[src/rtl/codec_xfer_pkg.sv]
package codec_xfer_pkg;

  typedef enum logic [1:0] {
    PORT_INDEX  = 2'd0,
    PORT_DATA   = 2'd1,
    PORT_STATUS = 2'd2,
    PORT_PIO    = 2'd3
  } port_e;

  typedef struct packed {
    logic cap_pio;
    logic play_pio;
    logic cap_en;
    logic play_en;
  } mode_t;

  // Direction moves data by programmed I/O.
  function automatic logic pio_live(input logic en, input logic pio);
    return en & pio;
  endfunction

  // Direction moves data by request/acknowledge handshakes.
  function automatic logic dma_live(input logic en, input logic pio);
    return en & ~pio;
  endfunction

  // Byte slot next read from a capture word, given bytes still pending.
  function automatic int drain_slot(input int pending, input int nbytes);
    return nbytes - pending;
  endfunction

  // Status byte assembly.
  function automatic logic [7:0] pack_status(input logic underrun, input logic overrun,
                                              input logic play_full, input logic cap_pend);
    return {4'b0000, cap_pend, play_full, overrun, underrun};
  endfunction

endpackage

[src/rtl/codec_host_sync.sv]
module codec_host_sync #(
  parameter int W = 1,
  parameter logic [W-1:0] RST_VAL = '0
) (
  input  logic         clk,
  input  logic         rst_n,
  input  logic [W-1:0] async_i,
  output logic [W-1:0] sync_o,
  output logic [W-1:0] rise_o
);
  logic [W-1:0] meta_q, sync_q, last_q;

  always_ff @(posedge clk or negedge rst_n) begin
    if (!rst_n) begin
      meta_q <= RST_VAL;
      sync_q <= RST_VAL;
      last_q <= RST_VAL;
    end else begin
      meta_q <= async_i;
      sync_q <= meta_q;
      last_q <= sync_q;
    end
  end

  assign sync_o = sync_q;
  assign rise_o = sync_q & ~last_q;
endmodule

[src/rtl/codec_regs.sv]
module codec_regs
  import codec_xfer_pkg::*;
#(
  parameter int NUM_REGS = 8,
  localparam int IDX_W = (NUM_REGS > 1) ? $clog2(NUM_REGS) : 1
) (
  input  logic       clk,
  input  logic       rst_n,
  input  logic       wr_i,
  input  port_e      port_i,
  input  logic [7:0] wdata_i,
  input  logic       set_underrun_i,
  input  logic       set_overrun_i,
  input  logic       play_full_i,
  input  logic       cap_pend_i,
  output mode_t      mode_o,
  output logic [7:0] rdata_o,
  output logic       underrun_o,
  output logic       overrun_o
);
  logic [IDX_W-1:0] index_q;
  logic [7:0]       regs_q [NUM_REGS];
  logic             underrun_q, overrun_q;
  logic             clr_underrun, clr_overrun;

  assign clr_underrun = wr_i && port_i == PORT_STATUS && wdata_i[0];
  assign clr_overrun  = wr_i && port_i == PORT_STATUS && wdata_i[1];

  always_ff @(posedge clk or negedge rst_n) begin
    if (!rst_n) begin
      index_q <= '0;
      for (int i = 0; i < NUM_REGS; i++) regs_q[i] <= 8'h00;
    end else if (wr_i) begin
      if (port_i == PORT_INDEX) index_q <= wdata_i[IDX_W-1:0];
      if (port_i == PORT_DATA && int'(index_q) < NUM_REGS) regs_q[index_q] <= wdata_i;
    end
  end

  // Set wins over a clear in the same cycle.
  always_ff @(posedge clk or negedge rst_n) begin
    if (!rst_n) begin
      underrun_q <= 1'b0;
      overrun_q  <= 1'b0;
    end else begin
      if (set_underrun_i)    underrun_q <= 1'b1;
      else if (clr_underrun) underrun_q <= 1'b0;
      if (set_overrun_i)     overrun_q  <= 1'b1;
      else if (clr_overrun)  overrun_q  <= 1'b0;
    end
  end

  always_comb begin
    rdata_o = 8'h00;
    case (port_i)
      PORT_INDEX:  rdata_o = 8'(index_q);
      PORT_DATA:   rdata_o = (int'(index_q) < NUM_REGS) ? regs_q[index_q] : 8'h00;
      PORT_STATUS: rdata_o = pack_status(underrun_q, overrun_q, play_full_i, cap_pend_i);
      default:     rdata_o = 8'h00;
    endcase
  end

  assign mode_o     = mode_t'(regs_q[0][3:0]);
  assign underrun_o = underrun_q;
  assign overrun_o  = overrun_q;
endmodule

[src/rtl/codec_play_buf.sv]
module codec_play_buf #(
  parameter int NBYTES = 2,
  localparam int CNT_W = $clog2(NBYTES + 1),
  localparam int WORD_W = 8 * NBYTES
) (
  input  logic              clk,
  input  logic              rst_n,
  input  logic              en_i,
  input  logic              tick_i,
  input  logic              byte_we_i,
  input  logic [7:0]        byte_i,
  output logic [WORD_W-1:0] word_o,
  output logic              full_o,
  output logic              underrun_o,
  output logic              fill_done_o
);
  localparam logic [CNT_W-1:0] FULL_CNT = CNT_W'(NBYTES);
  localparam logic [CNT_W-1:0] LAST_CNT = CNT_W'(NBYTES - 1);

  logic [CNT_W-1:0]  cnt_q;
  logic [WORD_W-1:0] acc_q, word_q;

  assign full_o = (cnt_q == FULL_CNT);

  always_ff @(posedge clk or negedge rst_n) begin
    if (!rst_n) begin
      cnt_q  <= '0;
      acc_q  <= '0;
      word_q <= '0;
    end else if (!en_i) begin
      cnt_q <= '0;
    end else if (tick_i) begin
      if (full_o) word_q <= acc_q;
      cnt_q <= '0;
    end else if (byte_we_i && !full_o) begin
      acc_q[8*cnt_q +: 8] <= byte_i;
      cnt_q <= cnt_q + 1'b1;
    end
  end

  assign word_o      = word_q;
  assign underrun_o  = en_i & tick_i & ~full_o;
  assign fill_done_o = en_i & ~tick_i & byte_we_i & (cnt_q == LAST_CNT);
endmodule

[src/rtl/codec_cap_buf.sv]
module codec_cap_buf
  import codec_xfer_pkg::*;
#(
  parameter int NBYTES = 2,
  localparam int CNT_W = $clog2(NBYTES + 1),
  localparam int WORD_W = 8 * NBYTES
) (
  input  logic              clk,
  input  logic              rst_n,
  input  logic              en_i,
  input  logic              tick_i,
  input  logic              byte_re_i,
  input  logic [WORD_W-1:0] word_i,
  output logic [7:0]        byte_o,
  output logic              pending_o,
  output logic              overrun_o,
  output logic              drain_done_o
);
  localparam logic [CNT_W-1:0] FULL_CNT = CNT_W'(NBYTES);
  localparam logic [CNT_W-1:0] ONE_CNT  = CNT_W'(1);

  logic [CNT_W-1:0]  cnt_q;
  logic [WORD_W-1:0] word_q;
  int                slot;

  assign pending_o = (cnt_q != '0);
  assign slot      = drain_slot(int'(cnt_q), NBYTES);

  always_ff @(posedge clk or negedge rst_n) begin
    if (!rst_n) begin
      cnt_q  <= '0;
      word_q <= '0;
    end else if (!en_i) begin
      cnt_q <= '0;
    end else if (tick_i) begin
      word_q <= word_i;
      cnt_q  <= FULL_CNT;
    end else if (byte_re_i && pending_o) begin
      cnt_q <= cnt_q - 1'b1;
    end
  end

  always_comb begin
    byte_o = 8'h00;
    if (pending_o && slot < NBYTES) byte_o = word_q[8*slot +: 8];
  end

  assign overrun_o    = en_i & tick_i & pending_o;
  assign drain_done_o = en_i & ~tick_i & byte_re_i & (cnt_q == ONE_CNT);
endmodule

[src/rtl/codec_xfer_ctrl.sv]
module codec_xfer_ctrl
  import codec_xfer_pkg::*;
#(
  parameter int NUM_REGS = 8,
  parameter int NBYTES = 2,
  localparam int WORD_W = 8 * NBYTES
) (
  input  logic              clk,
  input  logic              rst_n,
  input  logic              host_cs_n,
  input  logic              host_rd_n,
  input  logic              host_wr_n,
  input  logic [1:0]        host_port,
  input  logic [7:0]        host_din,
  output logic [7:0]        host_dout,
  input  logic              play_ack_n,
  input  logic              cap_ack_n,
  output logic              play_req,
  output logic              cap_req,
  input  logic              sample_tick,
  input  logic [WORD_W-1:0] cap_word_i,
  output logic [WORD_W-1:0] play_word_o
);
  // Control lines: {cap_ack_n, play_ack_n, wr_n, rd_n, cs_n}, idle high.
  logic [4:0] ctl_sync, ctl_rise;
  logic [9:0] bus_sync, bus_rise;

  codec_host_sync #(.W(5), .RST_VAL(5'b11111)) u_ctl_sync (
    .clk(clk), .rst_n(rst_n),
    .async_i({cap_ack_n, play_ack_n, host_wr_n, host_rd_n, host_cs_n}),
    .sync_o(ctl_sync), .rise_o(ctl_rise));

  codec_host_sync #(.W(10), .RST_VAL(10'd0)) u_bus_sync (
    .clk(clk), .rst_n(rst_n),
    .async_i({host_port, host_din}),
    .sync_o(bus_sync), .rise_o(bus_rise));

  // Named events for the checker.
  logic  rd_done, wr_done;
  logic  reg_cycle, play_dma_cyc, cap_dma_cyc;
  logic  play_dma_mode, play_pio_mode, cap_dma_mode, cap_pio_mode;
  logic  play_byte_we, cap_byte_re, reg_wr;
  logic  play_full, cap_pend, play_underrun, cap_overrun;
  logic  play_fill_done, cap_drain_done;
  logic  underrun_flag, overrun_flag;
  logic  [7:0] s_data, reg_rdata, cap_byte;
  port_e s_port;
  mode_t mode;

  assign rd_done = ctl_rise[1];
  assign wr_done = ctl_rise[2];
  assign s_data  = bus_sync[7:0];
  assign s_port  = port_e'(bus_sync[9:8]);

  assign play_dma_cyc = ~ctl_sync[3];
  assign cap_dma_cyc  = ~ctl_sync[4];
  assign reg_cycle    = ~ctl_sync[0] & ctl_sync[3] & ctl_sync[4];

  assign play_dma_mode = dma_live(mode.play_en, mode.play_pio);
  assign play_pio_mode = pio_live(mode.play_en, mode.play_pio);
  assign cap_dma_mode  = dma_live(mode.cap_en, mode.cap_pio);
  assign cap_pio_mode  = pio_live(mode.cap_en, mode.cap_pio);

  assign play_byte_we = wr_done & ((play_dma_cyc & play_dma_mode) |
                                   (reg_cycle & s_port == PORT_PIO & play_pio_mode));
  assign cap_byte_re  = rd_done & ((cap_dma_cyc & cap_dma_mode) |
                                   (reg_cycle & s_port == PORT_PIO & cap_pio_mode));
  assign reg_wr       = wr_done & reg_cycle & (s_port != PORT_PIO);

  codec_regs #(.NUM_REGS(NUM_REGS)) u_regs (
    .clk(clk), .rst_n(rst_n), .wr_i(reg_wr), .port_i(s_port), .wdata_i(s_data),
    .set_underrun_i(play_underrun), .set_overrun_i(cap_overrun),
    .play_full_i(play_full), .cap_pend_i(cap_pend),
    .mode_o(mode), .rdata_o(reg_rdata),
    .underrun_o(underrun_flag), .overrun_o(overrun_flag));

  codec_play_buf #(.NBYTES(NBYTES)) u_play (
    .clk(clk), .rst_n(rst_n), .en_i(mode.play_en), .tick_i(sample_tick),
    .byte_we_i(play_byte_we), .byte_i(s_data), .word_o(play_word_o),
    .full_o(play_full), .underrun_o(play_underrun), .fill_done_o(play_fill_done));

  codec_cap_buf #(.NBYTES(NBYTES)) u_cap (
    .clk(clk), .rst_n(rst_n), .en_i(mode.cap_en), .tick_i(sample_tick),
    .byte_re_i(cap_byte_re), .word_i(cap_word_i), .byte_o(cap_byte),
    .pending_o(cap_pend), .overrun_o(cap_overrun), .drain_done_o(cap_drain_done));

  assign play_req = play_dma_mode & ~play_full;
  assign cap_req  = cap_dma_mode & cap_pend;

  always_comb begin
    host_dout = 8'h00;
    if (cap_dma_cyc) begin
      if (cap_dma_mode) host_dout = cap_byte;
    end else if (reg_cycle) begin
      if (s_port == PORT_PIO) host_dout = cap_pio_mode ? cap_byte : 8'h00;
      else                    host_dout = reg_rdata;
    end
  end
endmodule

[config.mk]
export PLATFORM = sky130hd
export DESIGN_NAME = codec_xfer_ctrl
export DESIGN_NICKNAME = d
export VERILOG_FILES = /design/src/rtl/codec_xfer_pkg.sv /design/src/rtl/codec_host_sync.sv /design/src/rtl/codec_regs.sv /design/src/rtl/codec_play_buf.sv /design/src/rtl/codec_cap_buf.sv /design/src/rtl/codec_xfer_ctrl.sv
export SDC_FILE = /design/constraint.sdc
export NUM_CORES = 1
export LEC_CHECK = 0
export BUFFER_PORTS_ARGS = -buffer_cell sky130_fd_sc_hd__buf_2
export CAP_MARGIN = 10
export CORE_MARGIN = 4
export CORE_UTILIZATION = 50
export DETAILED_ROUTE_END_ITERATION = 12
export GPL_TIMING_DRIVEN = 0
export PLACE_DENSITY = 0.69
export SLEW_MARGIN = 20
export SYNTH_ARGS = -nofsm -noshare
export SYNTH_HDL_FRONTEND = slang
export SYNTH_SLANG_ARGS = --single-unit
export TNS_END_PERCENT = 50
[constraint.sdc]
create_clock -name clk -period 2.52 [get_ports clk]
set_input_delay 0.378 -clock clk [delete_from_list [all_inputs] [get_ports clk]]
set_output_delay 0.378 -clock clk [all_outputs]
set_load 0.02 [all_outputs]
==> results_dict.tcl, run 1 <==
set metrics [dict create \
    area_growth_pct 23.40 \
    syn-cell-area_um2 6663 \
    ir_drop_uv 602.1 \
    ys_ff_latch 153 \
    n_antenna_cell 0 \
    clk_pin_slew_ns 0.06 \
    postCtsHoldBufs 0 \
    crit_path_top_delay_cell "mux4_2" \
    yosysUniqueCellTypes 59 \
    path_class "reg2out" \
    cp_top_family "multiplexers" \
    violations "negative hold slack, negative setup slack" \
    gp_congestion 0.7892 \
    setup_violations 7 \
    vias 4213 \
    hp-class "in2async" \
    finalHoldViolCount 13 \
    core_um2 12820 \
    startpoint_type "flip-flop" \
    wirelength_um 14480 \
    dieArea_um2 15240 \
    drv_slew 0 \
    start_util 0.5195 \
    post_drt_via_cell_ratio 5.493 \
    powerDensity_nw_per_um2 754.5 \
    status "finished, violations left" \
    first_iter_violations 309 \
    tritoncts "built" \
    ant_nets 0 \
    crit_arrival_ns 2.23 \
    first_pass_iters 4 \
    max_freq_ghz 0.3836 \
    drive_gt1_frac 0.4353 \
    num_io_pins 60 \
    stdcell_count 767 \
    clock_path_buffers 2 \
    p_total_mw 6.203 \
    nets 622 \
    rsz0062_at_grt "yes" \
    slowest_delay_ns 0.50 \
    path_common_cell "buf_4" \
    htreeDepth 4 \
    cts_sinks 153 \
    yosysSeqAreaShare 0.5769 \
    cp_num_buf_inv 3 \
    critical_path_required_ns 2.14 \
    period_needed_ns 2.607 \
    place_inst 725 \
    grt_usage 0.2057 \
    maxCapViolations 0 \
    overflow 0 \
    grt_max_degree 97 \
    floorplan.rows 41 \
    endpoint_kind "output pin" \
    grt_pass1_wl_um 23240 \
    whs_ns -0.02852 \
    post_synth_inst_count 494 \
    final_cell_mix "dfrtp_1, mux2_2, buf_2" \
    tightestPinTransition_ns 0.9936 \
    antenna_found_initial 0 \
    ys.flop_type "dfrtp_1" \
    dp_hpwl_um 9663 \
    numPortBuffers 58 \
    crit_path_start "u_regs.index_q[1]$_DFFE_PN0P_" \
    yosys_warnings 0 \
    relSlewSlack 0.3362 \
    finClkSkew_ns 0.008178 \
    die_x_um 123.4 \
    reg2reg_from "u_play.cnt_q[0]$_DFFE_PN0P_" \
    critical_path.max_fanout 6 \
    synthesis.nets 534 \
    layout_commonest_cell "dfrtp_1" \
    avgSynthCellArea_um2 13.49 \
    grt_pass1_vias 4317 \
    wire_per_inst_um 18.88 \
    synth_edf_count 0 \
    cts_root_buf "clkbuf_16" \
    setup_ws_ns -0.08714 \
    clock_latency_ns 0.42 \
    p_leak_nw 3.845 \
    die_h_um 123.4 \
    cts_buffers 17 \
    cp_cell_sequence "buf_8, buf_4, mux4_2, a211oi_2, o31ai_2, buf_4" \
    finalCritPeriodShare 1.035 \
    async_flop_share 1.000 \
    route.detailed.drc 0 \
]
## power by group
group	internal (mW)	total [mW]	leakage, nW	switching, mW
clock	1.76	2.70	0.314	0.942
sequential	2.67	2.79	1.94	0.120
combinational	0.357	0.716	1.59	0.359
## per-layer routing
| metal | global-route usage | routed length (µm) |
|---|---|---|
| met2 | 0.3391 | 7415 |
| met3 | 0.05489 | 658 |
| met1 | 0.2691 | 6275 |
| met5 | 0 | 0 |
| met4 | 0.06021 | 132 |
## cell families after synthesis
logic type	share of synthesized area
flops	0.5769
mux	0.2321
simple gates	0.08958
compound gates	0.05841
buf+inv	0.03174
fa+ha+maj	0.01127
## metrics by stage
step | setup WS, ns | hold WS, ns | area [µm²] | utilization | TNS, ns
5_1_grt | -0.1788 | 0.02865 | 8222 | 0.6411 | -1.094
3_3_place_gp | -1.058 | 0.3339 | 7174 | 0.5594 | -150.13
2_1_floorplan | 0.09984 | 0.08241 | 6669 | - | 0
6_report | -0.08714 | -0.02852 | 8222 | 0.6411 | -0.3732
4_1_cts | -0.08820 | 0.01272 | 8167 | 0.6368 | -0.5206
3_5_place_dp | -0.1207 | 0.3347 | 7212 | 0.5623 | -0.5089
## sequential cells by signal (all words and copies together) (netlist names), 3 cells and up
name	count
u_bus_sync.meta_q	10
u_bus_sync.sync_o	10
u_cap.word_q	16
u_ctl_sync.meta_q	5
u_ctl_sync.sync_o	5
u_play.acc_q	16
u_play.word_o	16
u_regs.index_q	3
u_regs.mode_o	4
u_regs.regs_q	60
## path summary, 6_finish.rpt
check,to,slack (ns),depth (start not counted)
min in group clk,u_ctl_sync.meta_q[0]$_DFF_PN1_,0.05,1
worst max-delay path,host_dout[3],-0.09,6
max in group asynchronous,u_cap.word_q[12]$_DFFE_PN0P_,1.80,2
worst min register to register,u_bus_sync.sync_o[5]$_DFF_PN0_,0.35,0
worst min-delay path,u_play.word_o[5]$_DFFE_PN0P_,-0.03,1
worst max register to register,u_play.acc_q[11]$_DFFE_PN0P_,0.19,6
## area by class of cell
class | instances | area [µm²]
Sequential cell | 153 | 3846
Fill cell | 973 | 4603
Clock inverter | 8 | 140.1
Inverter | 22 | 88.84
Buffer | 27 | 172.7
Tap cell | 172 | 215.2
Clock buffer | 24 | 491.7
Multi-Input combinational cell | 291 | 2773
Timing Repair Buffer | 70 | 494.2
## synth_stat cells, drive strengths merged, types with 2 or more instances
library cell	n	share of area
nor3	6	0.011
and2	2	0.0019
nand3b	4	0.0045
ha	6	0.011
nand4	4	0.0060
nand2	36	0.020
nor4	2	0.0041
dfstp	12	0.047
nand2b	6	0.0056
o22ai	5	0.0047
a21oi	9	0.0068
o211ai	2	0.0023
o21ai	22	0.017
o2bb2ai	2	0.0026
mux2	88	0.15
and2b	2	0.0024
inv	21	0.012
mux2i	30	0.045
mux4	11	0.038
buf	13	0.011
and3	4	0.0038
nand3	12	0.012
nor3b	5	0.0056
a211oi	2	0.0023
o31ai	4	0.0045
clkbuf	15	0.0086
nor2	7	0.0039
dfrtp	141	0.53
a31o	2	0.0026
## worst reg2reg max path, stage by stage, from the launching register on
cell and delay, ns:
dfrtp_1 0.47, inv_1 0.16, ha_1 0.22, clkbuf_2 0.19
nor4bb_1 0.34, nand3_1 0.42, mux2_2 0.42
## repair_timing
action                     4_1_cts  5_1_grt
pin swaps                       11        6
resized for setup               53       13
buffers inserted                 6        4
setup endpoints to repair        8        8
gates cloned                     2        0
(Power assumes the default switching activity.)
==> run 2, diff against run 1 <==
- RECOVER_POWER: not set -> 100
==> run 2 against run 1 <==
The run ends with max-capacitance violations, max-slew violations, negative setup slack left. Final area shrank 1.1%. Cell count is the same. Worst setup slack lost 0.0098 ns. Largest cell class unchanged.
==> results_dict.tcl, run 2 (same netlist as run 1, synthesis figures left out) <==
set metrics [dict create \
    status "finished, violations left" \
    violations "max-capacitance violations, max-slew violations, negative setup slack" \
    largest_register "u_regs.regs_q" \
    n_antenna_cell 0 \
    layout_commonest_cell "dfrtp_1" \
    core_um2 12820 \
    tns_ns -0.4319 \
    critical_path_required_ns 2.14 \
    stdcell_count 767 \
    final_cell_mix "dfrtp_1, mux2_2, nand2_1" \
    dp_hpwl_um 9663 \
    first_iter_violations 279 \
    ant_nets 0 \
    antenna_found_initial 0 \
    cts_sinks 153 \
    rsz0062_at_grt "yes" \
    powerDensity_nw_per_um2 761.8 \
    grt_usage 0.2057 \
    nets 622 \
    grt_max_degree 97 \
    finalCritPeriodShare 1.038 \
    numPortBuffers 58 \
    max_freq_ghz 0.3821 \
    die_h_um 123.4 \
    route.detailed.drc 0 \
    finalHoldViolCount 0 \
    dieArea_um2 15240 \
    crit_path_start "u_cap.cnt_q[0]$_DFFE_PN0P_" \
    grt_pass1_vias 4317 \
    p_leak_nw 3.749 \
    endpoint_kind "output pin" \
    vias 4187 \
    p_total_mw 6.194 \
    path_class "reg2out" \
    first_pass_iters 4 \
    maxCapViolations 1 \
    crit_arrival_ns 2.24 \
    setup_violations 13 \
    hp-class "in2reg" \
    drv_slew 97 \
    ir_drop_uv 603.2 \
    relSlewSlack -0.5505 \
    crit_path_top_delay_cell "or3b_4" \
    die_x_um 123.4 \
    cp_cell_sequence "clkbuf_8, inv_4, ha_4, or3b_4, nor2_4, a21oi_2, o31ai_2, buf_4" \
    htreeDepth 4 \
    finClkSkew_ns 0.008693 \
    gp_congestion 0.7892 \
    final_util 0.6340 \
    cts_buffers 17 \
    grt_pass1_wl_um 23240 \
    area_growth_pct 22.05 \
    cts_root_buf "clkbuf_16" \
    tightestPinTransition_ns 2.326 \
    largest_reg_flops 60 \
    startpoint_type "flip-flop" \
    reg2reg_from "u_ctl_sync.sync_o[4]$_DFF_PN1_" \
    place_inst 725 \
    tritoncts "built" \
    setup_ws_ns -0.09696 \
    place_ws_ns -0.1207 \
    clk_pin_slew_ns 0.06 \
    critical_path.max_fanout 5 \
    num_io_pins 60 \
    clock_path_buffers 2 \
    start_util 0.5195 \
    post_drt_via_cell_ratio 5.459 \
    clock_latency_ns 0.42 \
    min-delay-start "host_cs_n" \
    overflow 0 \
    wire_per_inst_um 18.94 \
    period_needed_ns 2.617 \
    drive_gt1_frac 0.3933 \
    wirelength_um 14530 \
    floorplan.rows 41 \
    slowest_delay_ns 0.45 \
    postCtsHoldBufs 0 \
]
==> run 2: changes by cell type in the layout (fill, tap and decap cells not counted), sizes merged <==
| cell | before | now |
|---|---|---|
| buf | 83 | 64 |
| clkbuf | 38 | 57 |
==> run 2: timing repair <==
item / in CTS / in global routing
pin swaps: 11 / 6
gates resized for setup: 53 / 13
endpoints found under the setup margin: 8 / 8
hold endpoints to repair: 0 / 0
setup buffers: 6 / 4
cloned: 2 / 0
==> run 2: worst max-delay path: cells and delay by family, from the launching register on <==
kind / cells / cell delay, ns
AOI/OAI and AO/OA: 2 / 0.26
adders and majority gates: 1 / 0.25
buffers and inverters: 3 / 0.35
DFF: 1 / 0.36
and+or+nand+nor: 2 / 0.59
==> run 2: layer usage <==
metal	wire length, µm	track usage	up-vias	part of all wire
li1	-	-	1950	-
met1	6248	0.2691	2130	0.43
met2	7362	0.3391	95	0.51
met3	779	0.05489	12	0.054
met4	134	0.06021	0	0.0092
met5	0	0	-	0
==> run 2: layout make-up <==
| class | count | area (µm²) |
|---|---|---|
| Clock buffer | 24 | 491.7 |
| Clock inverter | 8 | 140.1 |
| Tap cell | 172 | 215.2 |
| Buffer | 27 | 172.7 |
| Inverter | 22 | 88.84 |
| Sequential cell | 153 | 3846 |
| Multi-Input combinational cell | 291 | 2731 |
| Timing Repair Buffer | 70 | 445.4 |
| Fill cell | 985 | 4693 |
==> run 2: where the power goes <==
part	switching, mW	leakage, nW	internal [mW]	total [mW]
Clock	0.946	0.314	1.76	2.70
Combinational	0.352	1.50	0.351	0.703
Sequential	0.120	1.94	2.67	2.79
==> run 2: metrics by stage <==
stage	hold slack, ns	area (µm²)
floorplan	0.08241	6669
global placement	0.3339	7174
detailed placement	0.3347	7212
CTS	0.01272	8167
global route	0.02865	8132
finish	0.04536	8132
==> run 2: path summary, 6_finish.rpt <==
path                                                  end  slack [ns]  cells past startpoint
max                                          host_dout[3]        -0.1                      8
min reg2reg                u_bus_sync.sync_o[5]$_DFF_PN0_        0.35                      0
max reg2reg                 u_regs.regs_q[45]$_DFFE_PN0P_       -0.01                      4
min                        u_ctl_sync.meta_q[0]$_DFF_PN1_        0.05                      1
max in group asynchronous   u_regs.regs_q[52]$_DFFE_PN0P_        0.38                      2
min in group asynchronous    u_play.word_o[5]$_DFFE_PN0P_        0.65                      1
==> run 3, diff against run 2 <==
- CORE_UTILIZATION: 50 -> 45
- PLACE_DENSITY: 0.69 -> not set
==> run 3 against run 2 <==
The flow finishes with violations (negative setup slack). Maximum frequency up 1.5%. Largest cell class unchanged. Non-clock buffer count is 4 lower. Utilization is 8.1 points lower. Clock skew down 0.00060 ns. Highest routed layer unchanged. Sequential share of layout area rose by 0.57 points. Combinational power is 4.6% lower. Total power is 5.5% lower. Via count shrank 0.84%. Clock-buffer cell count fell by 5. Wire length decreased by 2.1%. Register-to-register slack better by 0.30 ns. Final area is 1.2% lower.
==> results_dict.tcl, run 3 (same netlist as run 1, synthesis figures left out) <==
set metrics [dict create \
    grt_max_degree 95 \
    place_inst 737 \
    stdcell_count 775 \
    rsz0062_at_grt "yes" \
    startpoint_type "flip-flop" \
    busiest_layer "met2" \
    num_io_pins 60 \
    first_iter_violations 197 \
    finalCritPeriodShare 1.023 \
    clock_latency_ns 0.42 \
    ir_drop_uv 456.3 \
    slowest_delay_ns 0.42 \
    path_class "reg2out" \
    use_met2 0.2909 \
    place_ws_ns -0.1302 \
    cp-endpoint "host_dout[3]" \
    cts_root_buf "clkbuf_16" \
    grt_pass1_wl_um 23020 \
    antenna_found_initial 0 \
    dp_hpwl_um 9608 \
    relSlewSlack 0.004555 \
    ant_nets 0 \
    p_total_mw 5.852 \
    drive_gt1_frac 0.3976 \
    overflow 0 \
    use_met1 0.2440 \
    rr_worst_depth 5 \
    cp_cell_sequence "clkbuf_8, inv_4, ha_4, or3b_4, nor2_4, a21oi_2, o31ai_2, buf_4" \
    tightestPinTransition_ns 1.493 \
    maxCapViolations 0 \
    tns_ns -0.1792 \
    htreeDepth 4 \
    finalHoldViolCount 0 \
    vias 4152 \
    max_freq_ghz 0.3878 \
    clk_pin_slew_ns 0.06 \
    area_growth_pct 20.58 \
    p_leak_nw 3.677 \
    reg2reg_slack_ns 0.29 \
    nets 618 \
    numPortBuffers 58 \
    final_util 0.5528 \
    wirelength_um 14210 \
    status "finished, violations left" \
    crit_path_top_delay_cell "or3b_4" \
    largest_reg_flops 60 \
    core_um2 14530 \
    wire_per_inst_um 18.34 \
    dieArea_um2 16820 \
    gp_congestion 0.7791 \
    layout_commonest_cell "dfrtp_1" \
    setup_violations 5 \
    drv_slew 0 \
    cts_buffers 17 \
    crit_path_start "u_cap.cnt_q[0]$_DFFE_PN0P_" \
    clock_path_buffers 2 \
    route.detailed.drc 0 \
    die_h_um 129.7 \
    start_util 0.4584 \
    first_pass_iters 4 \
    setup_ws_ns -0.05871 \
    grt_pass1_vias 4347 \
    final_cell_mix "dfrtp_1, mux2_2, nand2_1" \
    tritoncts "built" \
    reg2reg_from "u_play.cnt_q[0]$_DFFE_PN0P_" \
    period_needed_ns 2.579 \
    hp-class "in2reg" \
    n_antenna_cell 0 \
    critical_path_required_ns 2.14 \
    floorplan.rows 44 \
    finClkSkew_ns 0.008090 \
    grt_usage 0.1803 \
    min-delay-start "host_rd_n" \
    violations "negative setup slack" \
    critical_path.max_fanout 5 \
    powerDensity_nw_per_um2 728.4 \
    cts_sinks 153 \
    post_drt_via_cell_ratio 5.357 \
    r2r-end "u_play.acc_q[6]$_DFFE_PN0P_" \
    grt_use_met3 0.04411 \
    crit_arrival_ns 2.20 \
    die_x_um 129.7 \
    largest_register "u_regs.regs_q" \
    endpoint_kind "output pin" \
]
run 3: changes by cell type in the layout (fill, tap and decap cells not counted), moves of 3 or more:
cell,delta
clkbuf_8,-3
nand3_1,-4
bufinv_16,-3
clkbuf_1,-5
nand3_2,+4
clkinvlp_4,+5
buf_6,-5
run 3: repair_timing:
| action | in CTS | in global routing |
|---|---|---|
| hold buffers | 1 | 0 |
| buffers inserted | 4 | 3 |
| pin swaps | 6 | 1 |
| resized for setup | 44 | 12 |
| endpoints found under the hold margin | 47 | 0 |
| setup endpoints to repair | 8 | 8 |
run 3: stage by stage:
step / cell area, µm² / hold WS (ns)
after global routing: 8034 / 0.04149
final: 8034 / 0.05696
after global placement: 7189 / 0.3320
after CTS: 7996 / 0.03818
after detailed placement: 7227 / 0.3355
after floorplan: 6669 / 0.08241
run 3: cell type report:
| cell class | instances | area [µm²] |
|---|---|---|
| Sequential cell | 153 | 3846 |
| Clock inverter | 13 | 120.1 |
| Clock buffer | 19 | 442.9 |
| Timing Repair Buffer | 67 | 377.9 |
| Buffer | 26 | 175.2 |
| Tap cell | 184 | 230.2 |
| Inverter | 22 | 85.08 |
| Multi-Input combinational cell | 291 | 2756 |
| Fill cell | 1220 | 6500 |
run 3: critical path, delay by kind of cell (launching register included):
kind	cells	cell delay (ns)
flip-flops	1	0.36
AO/OA/AOI/OAI	2	0.28
AND/OR/NAND/NOR	2	0.53
adder cells (fa/ha/maj)	1	0.25
buffers and inverters	3	0.36
run 3: layer usage:
layer	vias up	share of wire
li1	1942	-
met1	2152	0.47
met2	49	0.49
met3	9	0.030
met4	0	0.010
met5	-	0
run 3: power by group:
part	internal [mW]	switching, mW	leakage [nW]
clock network	1.39	1.01	0.258
registers	2.67	0.112	1.94
logic	0.325	0.346	1.48
total	4.38	1.47	3.68
run 3: worst min-delay path by stage:
stage | slack, ns | cells past startpoint | to
2_1_floorplan | 0.08 | 0 | u_bus_sync.meta_q[0]$_DFF_PN0_
3_3_place_gp | 0.33 | 0 | u_bus_sync.sync_o[4]$_DFF_PN0_
3_5_place_dp | 0.34 | 1 | u_play.acc_q[15]$_DFFE_PN0P_
4_1_cts | 0.04 | 1 | u_ctl_sync.meta_q[1]$_DFF_PN1_
5_1_grt | 0.04 | 1 | u_ctl_sync.meta_q[2]$_DFF_PN1_
6_report | 0.06 | 1 | u_ctl_sync.meta_q[1]$_DFF_PN1_
